==> src/rtl/ipi_pkg.sv <==
package ipi_pkg;

  localparam int ID_W  = 8;
  localparam int FMT_W = 4;

  // Field positions inside the command words
  localparam int VEC_LSB   = 0;
  localparam int MODE_LSB  = 8;
  localparam int LOGIC_BIT = 11;
  localparam int LEVEL_BIT = 14;
  localparam int TRIG_BIT  = 15;
  localparam int SH_LSB    = 18;
  localparam int DEST_LSB  = 24;

  typedef enum logic [1:0] {
    SH_FIELD  = 2'd0,
    SH_SELF   = 2'd1,
    SH_ALL    = 2'd2,
    SH_OTHERS = 2'd3
  } shorthand_e;

  localparam logic [2:0] DM_LOWEST  = 3'd1;
  localparam logic [2:0] DM_INIT    = 3'd5;
  localparam logic [2:0] DM_STARTUP = 3'd6;

  typedef struct packed {
    logic [7:0]      vector;
    logic [2:0]      mode;
    logic            logical;
    logic            level;
    logic            trigger;
    shorthand_e      sh;
    logic [ID_W-1:0] dest;
  } ipi_cmd_t;

endpackage

==> src/rtl/ipi_cmd_decode.sv <==
module ipi_cmd_decode
  import ipi_pkg::*;
(
  input  logic [31:0] cmd_lo,
  input  logic [31:0] cmd_hi,
  output ipi_cmd_t    cmd
);

  always_comb begin
    cmd.vector  = cmd_lo[VEC_LSB +: 8];
    cmd.mode    = cmd_lo[MODE_LSB +: 3];
    cmd.logical = cmd_lo[LOGIC_BIT];
    cmd.level   = cmd_lo[LEVEL_BIT];
    cmd.trigger = cmd_lo[TRIG_BIT];
    cmd.sh      = shorthand_e'(cmd_lo[SH_LSB +: 2]);
    cmd.dest    = cmd_hi[DEST_LSB +: ID_W];
  end

  // Reserved command bits carry no meaning for target resolution
  logic unused_cmd_bits;
  assign unused_cmd_bits = ^{cmd_lo[13:12], cmd_lo[17:16], cmd_lo[31:20],
                             cmd_hi[DEST_LSB-1:0]};

endmodule

==> src/rtl/ipi_dest_match.sv <==
module ipi_dest_match
  import ipi_pkg::*;
#(
  parameter int N_AGENTS = 16
) (
  input  logic [ID_W-1:0]           dest,
  input  logic                      logical,
  input  logic [N_AGENTS*ID_W-1:0]  agent_ldest,
  input  logic [N_AGENTS*FMT_W-1:0] agent_model,
  output logic [N_AGENTS-1:0]       addr_hit
);

  localparam int              HALF      = ID_W / 2;
  localparam logic [ID_W-1:0] BCAST     = '1;
  localparam logic [FMT_W-1:0] FMT_FLAT = '1;
  localparam logic [FMT_W-1:0] FMT_CLUS = '0;

  for (genvar g = 0; g < N_AGENTS; g++) begin : g_agent
    localparam logic [ID_W-1:0] IDX = ID_W'(g);
    logic [ID_W-1:0]  ld;
    logic [FMT_W-1:0] md;
    logic phys_hit, flat_hit, clus_hit, log_hit;

    assign ld = agent_ldest[g*ID_W +: ID_W];
    assign md = agent_model[g*FMT_W +: FMT_W];

    always_comb begin
      phys_hit = (dest == BCAST) || (dest == IDX);
      flat_hit = |(dest & ld);
      clus_hit = (dest[ID_W-1:HALF] == ld[ID_W-1:HALF]) &&
                 (|(dest[HALF-1:0] & ld[HALF-1:0]));
      if (md == FMT_FLAT)      log_hit = flat_hit;
      else if (md == FMT_CLUS) log_hit = clus_hit;
      else                     log_hit = 1'b0;
      addr_hit[g] = logical ? log_hit : phys_hit;
    end
  end

endmodule

==> src/rtl/ipi_target_filter.sv <==
module ipi_target_filter
  import ipi_pkg::*;
#(
  parameter int N_AGENTS = 16
) (
  input  logic [N_AGENTS-1:0] addr_hit,
  input  shorthand_e          sh,
  input  logic [ID_W-1:0]     sender_id,
  input  logic [2:0]          mode,
  input  logic                level,
  input  logic                trigger,
  output logic [N_AGENTS-1:0] tgt_mask,
  output logic                deassert
);

  localparam logic [N_AGENTS-1:0] ONE = N_AGENTS'(1);

  logic [N_AGENTS-1:0] self_hit;
  logic [N_AGENTS-1:0] base;

  for (genvar g = 0; g < N_AGENTS; g++) begin : g_self
    localparam logic [ID_W-1:0] IDX = ID_W'(g);
    assign self_hit[g] = (sender_id == IDX);
  end

  always_comb begin
    unique case (sh)
      SH_FIELD:  base = addr_hit;
      SH_SELF:   base = self_hit;
      SH_ALL:    base = '1;
      SH_OTHERS: base = ~self_hit;
      default:   base = '0;
    endcase
  end

  always_comb begin
    deassert = (mode == DM_INIT) && !level && trigger;
    if (deassert)                tgt_mask = '0;
    else if (mode == DM_LOWEST)  tgt_mask = base & (~base + ONE);
    else                         tgt_mask = base;
  end

endmodule

==> src/rtl/ipi_dest_resolver.sv <==
module ipi_dest_resolver
  import ipi_pkg::*;
#(
  parameter int N_AGENTS = 16
) (
  input  logic                      clk,
  input  logic                      rst_n,
  input  logic                      cmd_valid,
  input  logic [31:0]               cmd_lo,
  input  logic [31:0]               cmd_hi,
  input  logic [7:0]                sender_id,
  input  logic [N_AGENTS*8-1:0]     agent_ldest,
  input  logic [N_AGENTS*4-1:0]     agent_model,
  output logic                      out_valid,
  output logic [N_AGENTS-1:0]       out_mask,
  output logic                      out_empty,
  output logic [7:0]                out_vector,
  output logic [2:0]                out_mode,
  output logic                      out_level,
  output logic                      out_trigger
);

  // Reset: asserted asynchronously, released on the clock
  logic [1:0] rst_sync_q;
  logic       rst_int_n;

  always_ff @(posedge clk or negedge rst_n) begin
    if (!rst_n) rst_sync_q <= 2'b00;
    else        rst_sync_q <= {rst_sync_q[0], 1'b1};
  end
  assign rst_int_n = rst_sync_q[1];

  ipi_cmd_t            cmd;
  logic [N_AGENTS-1:0] addr_hit;
  logic [N_AGENTS-1:0] tgt_mask;
  logic                deassert;

  ipi_cmd_decode u_decode (
    .cmd_lo (cmd_lo),
    .cmd_hi (cmd_hi),
    .cmd    (cmd)
  );

  ipi_dest_match #(.N_AGENTS(N_AGENTS)) u_match (
    .dest        (cmd.dest),
    .logical     (cmd.logical),
    .agent_ldest (agent_ldest),
    .agent_model (agent_model),
    .addr_hit    (addr_hit)
  );

  ipi_target_filter #(.N_AGENTS(N_AGENTS)) u_filter (
    .addr_hit  (addr_hit),
    .sh        (cmd.sh),
    .sender_id (sender_id),
    .mode      (cmd.mode),
    .level     (cmd.level),
    .trigger   (cmd.trigger),
    .tgt_mask  (tgt_mask),
    .deassert  (deassert)
  );

  // Next-state
  logic                valid_d, empty_d, level_d, trig_d;
  logic [N_AGENTS-1:0] mask_d;
  logic [7:0]          vec_d;
  logic [2:0]          mode_d;
  logic                load_en;

  assign load_en = cmd_valid;

  always_comb begin
    valid_d = load_en;
    mask_d  = out_mask;
    empty_d = out_empty;
    vec_d   = out_vector;
    mode_d  = out_mode;
    level_d = out_level;
    trig_d  = out_trigger;
    if (load_en) begin
      mask_d  = tgt_mask;
      empty_d = ~|tgt_mask;
      vec_d   = cmd.vector;
      mode_d  = cmd.mode;
      level_d = cmd.level;
      trig_d  = cmd.trigger;
    end
  end

  // Registers
  always_ff @(posedge clk or negedge rst_int_n) begin
    if (!rst_int_n) begin
      out_valid   <= 1'b0;
      out_mask    <= '0;
      out_empty   <= 1'b0;
      out_vector  <= '0;
      out_mode    <= '0;
      out_level   <= 1'b0;
      out_trigger <= 1'b0;
    end else begin
      out_valid   <= valid_d;
      out_mask    <= mask_d;
      out_empty   <= empty_d;
      out_vector  <= vec_d;
      out_mode    <= mode_d;
      out_level   <= level_d;
      out_trigger <= trig_d;
    end
  end

  // Assertions
  a_r11_valid_follows_cmd: assert property (@(posedge clk) disable iff (!rst_n)
    out_valid |-> $past(cmd_valid));

  a_r11_hold_when_idle: assert property (@(posedge clk) disable iff (!rst_n)
    !cmd_valid |=> !out_valid && $stable(out_mask) && $stable(out_vector));

  a_r12_empty_flag: assert property (@(posedge clk) disable iff (!rst_n)
    out_valid |-> (out_empty == (out_mask == '0)));

  a_r9_lowest_single: assert property (@(posedge clk) disable iff (!rst_n)
    (out_valid && out_mode == DM_LOWEST) |-> $onehot0(out_mask));

  a_r10_deassert_empty: assert property (@(posedge clk) disable iff (!rst_n)
    (out_valid && out_mode == DM_INIT && !out_level && out_trigger) |-> out_empty);

  a_r7_all_agents: assert property (@(posedge clk) disable iff (!rst_n)
    (cmd_valid && rst_int_n && cmd.sh == SH_ALL && cmd.mode != DM_LOWEST && !deassert)
      |=> (out_mask == '1));

  a_r6_self_only: assert property (@(posedge clk) disable iff (!rst_n)
    (cmd_valid && rst_int_n && cmd.sh == SH_SELF && !deassert &&
     int'(sender_id) < N_AGENTS) |=> ($countones(out_mask) == 1));

  a_r13_reset_quiet: assert property (@(posedge clk)
    !rst_int_n |-> (!out_valid && out_mask == '0));

endmodule

==> config.mk <==
export PLATFORM = sky130hd
export DESIGN_NAME = ipi_dest_resolver
export DESIGN_NICKNAME = d
export VERILOG_FILES = /design/src/rtl/ipi_pkg.sv /design/src/rtl/ipi_cmd_decode.sv /design/src/rtl/ipi_dest_match.sv /design/src/rtl/ipi_target_filter.sv /design/src/rtl/ipi_dest_resolver.sv
export SDC_FILE = /design/constraint.sdc
export NUM_CORES = 1
export LEC_CHECK = 0
export ABC_AREA = 1
export BUFFER_PORTS_ARGS = -buffer_cell sky130_fd_sc_hd__buf_2
export CAP_MARGIN = 20
export CORE_AREA = 5 5 113 115
export CTS_BUF_LIST = sky130_fd_sc_hd__clkbuf_2 sky130_fd_sc_hd__clkbuf_4 sky130_fd_sc_hd__clkbuf_8
export DETAILED_ROUTE_END_ITERATION = 6
export DIE_AREA = 0 0 118 120
export HOLD_SLACK_MARGIN = 0.05
export PLACE_DENSITY_LB_ADDON = 0.3
export SYNTH_ARGS = -nofsm -noshare
export SYNTH_HDL_FRONTEND = slang
export SYNTH_SLANG_ARGS = --single-unit
==> constraint.sdc <==
create_clock -name clk -period 2.82 [get_ports clk]
set_clock_uncertainty 0.15 [all_clocks]
set_input_delay 0.141 -clock clk [delete_from_list [all_inputs] [get_ports clk]]
set_output_delay 0.141 -clock clk [all_outputs]
set_load 0.02 [all_outputs]
==> results.yml <==
drt:
  drc: 0
  vias_per_cell: 4.82
  postRouteAntennaNets: 0
  dr.pass1.iters: 5
  wl_mm: 15.8
  wl_per_cell_um: 13.0
  drt_iter0_drc: 342
  vias: 5859
power:
  p_per_area_nw_per_um2: 272
  irDropWorstVdd_mv: 0.434
  p_leak_uw: 0.00354
worst_setup_path:
  critPathTopFamily: "simple AND/OR/NAND/NOR gates"
  endpoint_kind: "flip-flop"
  cp_num_cells: 15
  cp_max_fo: 18
  cp.required_ns: 2.85
  path_buf_inv: 1
  cp_cell_sequence: "buf_2 > nor2_1 > nand2_1 > o21ai_1 > nand2_1 > nand2_1 > nand2_1 > nand2_1 > nor2_2 > nand3_2 > a21oi_2 > nand3_1 > nor2b_1 > nand3_1 > nand2_1"
  crit_type: "input port to flip-flop"
  reg2regPathDepth: 2
  worstSetupStartpointType: "input port"
  critPathArrivalTime_ns: 2.30
  critPathMostFrequentCell: "nand2_1"
  crit_slowest_cell: "buf_2"
  slowest_delay_ns: 0.39
finish:
  antenna_cells: 0
  layout_common_cells: "nand2_1, buf_2, nor2_1"
  drive_above_1_share: 0.290
  layout.cells.non_filler: 1216
  final_area_um2: 6390
  layout_commonest_cell: "nand2_1"
  n_fill_cell: 1233
  nets: 1399
  areaGrowthSynthToFinish_pct: 33.8
clock_network:
  path_clk_slew_ns: 0.07
  root_buffer: "clkbuf_8"
  clock_path_buffers: 2
  cts_tree: "yes"
  ctsResizeCount: 0
  cts.sinks: 33
  htree_levels: 2
  numCtsBuffers: 5
  insertion_delay_ns: 0.28
synthesis:
  synthArstFlopShare: 1.00
  ys_seq_area_frac: 0.173
  netlist_instances: 806
  ys.flop_type: "dfrtp_1"
  synth_area_um2: 4780
  yosys.area.top_type: "nand2_1"
  yosys-top-cells-area: "nand2_1, dfrtp_1, ha_1"
  synth_edf_count: 0
  yosysWarnings: 0
  synth_cell_type_count: 36
  yosysTopAreaCellShare: 0.265
  syn_avg_cell_area_um2: 5.93
  ys_ff_latch: 33
  synth_nets: 1137
die:
  die_y_um: 120
  dieArea_um2: 14200
  ioPinCount: 298
  core_area_um2: 11700
  die_x_um: 118
  start_util: 0.408
  rows: 40
global_route:
  grt_pass1_vias: 5698
  grt_pass1_wl_mm: 25.8
  overflow: 0
  grt_max_degree: 33
  grtUsageTotal: 0.216
  antenna_found_initial: 0
timing:
  fin_setup_tns_ns: 0
  worst_pin_slew_ns: 0.707
  maxSlewHeadroom: 0.528
  final-hold-violation-count: 0
  hold_ws_ns: 0.117
  finalCriticalPeriod_ns: 2.28
  fin_ws_ns: 0.545
  rsz0062_at_grt: "false"
  setup_viol: 0
  timing.final.max_slew_violations: 0
  fin_crit_sh: 0.807
  clock.fmax_mhz: 440
placed_design:
  gp_congestion: 0.894
  portBuffers: 257
  detailed_place.area_um2: 6110
  hpwl_mm: 13.2
  post-place-ws_ns: 0.247
  place_inst: 1192
status:
  status: "complete, no violations"
min_path:
  hp-class: "flip-flop to async pin"
run:
  maxCapViolCount: 0
per-layer routing:
layer  share of wire  GRT usage
met5               0          0
met4           0.012     0.0387
met3           0.063     0.0419
met2            0.49      0.401
met1            0.43      0.260
synth_stat cells, types with 2 or more instances:
library cell,n
nor4_1,3
clkbuf_1,7
inv_2,7
buf_2,2
nor2_2,12
clkbuf_2,2
nand3_2,4
a21oi_1,17
nand2_2,9
nand3_1,32
o31ai_1,2
nand4_1,14
o21ai_1,8
clkinv_1,2
nand2b_1,2
nand2_1,337
nor2_1,149
inv_1,20
nand3b_1,2
buf_4,2
a21oi_2,6
buf_6,10
nor3_1,3
o21ai_0,32
xor2_1,13
o21bai_1,4
dfrtp_1,33
ha_1,64
stage by stage:
| step | power (uW) | utilization |
|---|---|---|
| floorplan | 964 | - |
| global placement | 1260 | 0.522 |
| detailed placement | 1270 | 0.522 |
| CTS | 1750 | 0.546 |
| global route | 1880 | 0.546 |
| finish | 1740 | 0.546 |
timing repair:
action                    CTS  global route
hold endpoints to repair   16             0
hold buffers               16             0
setup buffers               0             0
worst paths after layout:
kind | endpoint | slack (ns) | from
worst max-delay path | out_empty | 0.54 | cmd_hi[28]
max in group asynchronous | rst_sync_q[1] | 1.84 | rst_n
min in group clk | rst_sync_q[1] | 0.21 | rst_sync_q[0]
worst min register to register | out_vector[6] | 0.12 | rst_sync_q[1]
worst min-delay path | out_vector[6] | 0.12 | rst_sync_q[1]
worst max register to register | out_mask[8] | 2.00 | out_mask[8]
power breakdown:
group	internal (uW)	leakage, uW	switching, uW
logic	311	0.00307	428
clock network	297	0.0000619	166
registers	517	0.000407	20.7
total	1120	0.00354	615
cells by family after synthesis:
group | Yosys count | synth area share
and+or+nand+nor | 570 | 0.489
AOI/OAI and AO/OA | 73 | 0.0866
adders and majority gates | 64 | 0.167
buffers and inverters | 52 | 0.0591
DFF | 33 | 0.173
xor gates and xnor gates | 13 | 0.0238
other | 1 | 0.000784
cell type report:
class,instances,area [um^2],share of cell area
Clock inverter,1,30.0,0.00470
Clock buffer,7,90.1,0.0141
Multi-Input combinational cell,721,3670,0.574
Timing Repair Buffer,278,1480,0.232
Tap cell,147,184,0.0288
Sequential cell,33,826,0.129
Inverter,29,109,0.0170
worst register-to-register path, stage by stage, from the launching register on:
cell,delay (ns)
dfrtp_1,0.38
nand2_1,0.07
o21ai_0,0.09
flip-flops by register name, indices dropped and copies added, names as in the netlist:
| register | cells |
|---|---|
| out_mask | 16 |
| out_vector | 8 |
| out_valid | 1 |
| out_empty | 1 |
| out_trigger | 1 |
| rst_sync_q | 2 |
| out_mode | 3 |
| out_level | 1 |
No activity file was read; power rests on OpenSTA's default activity.
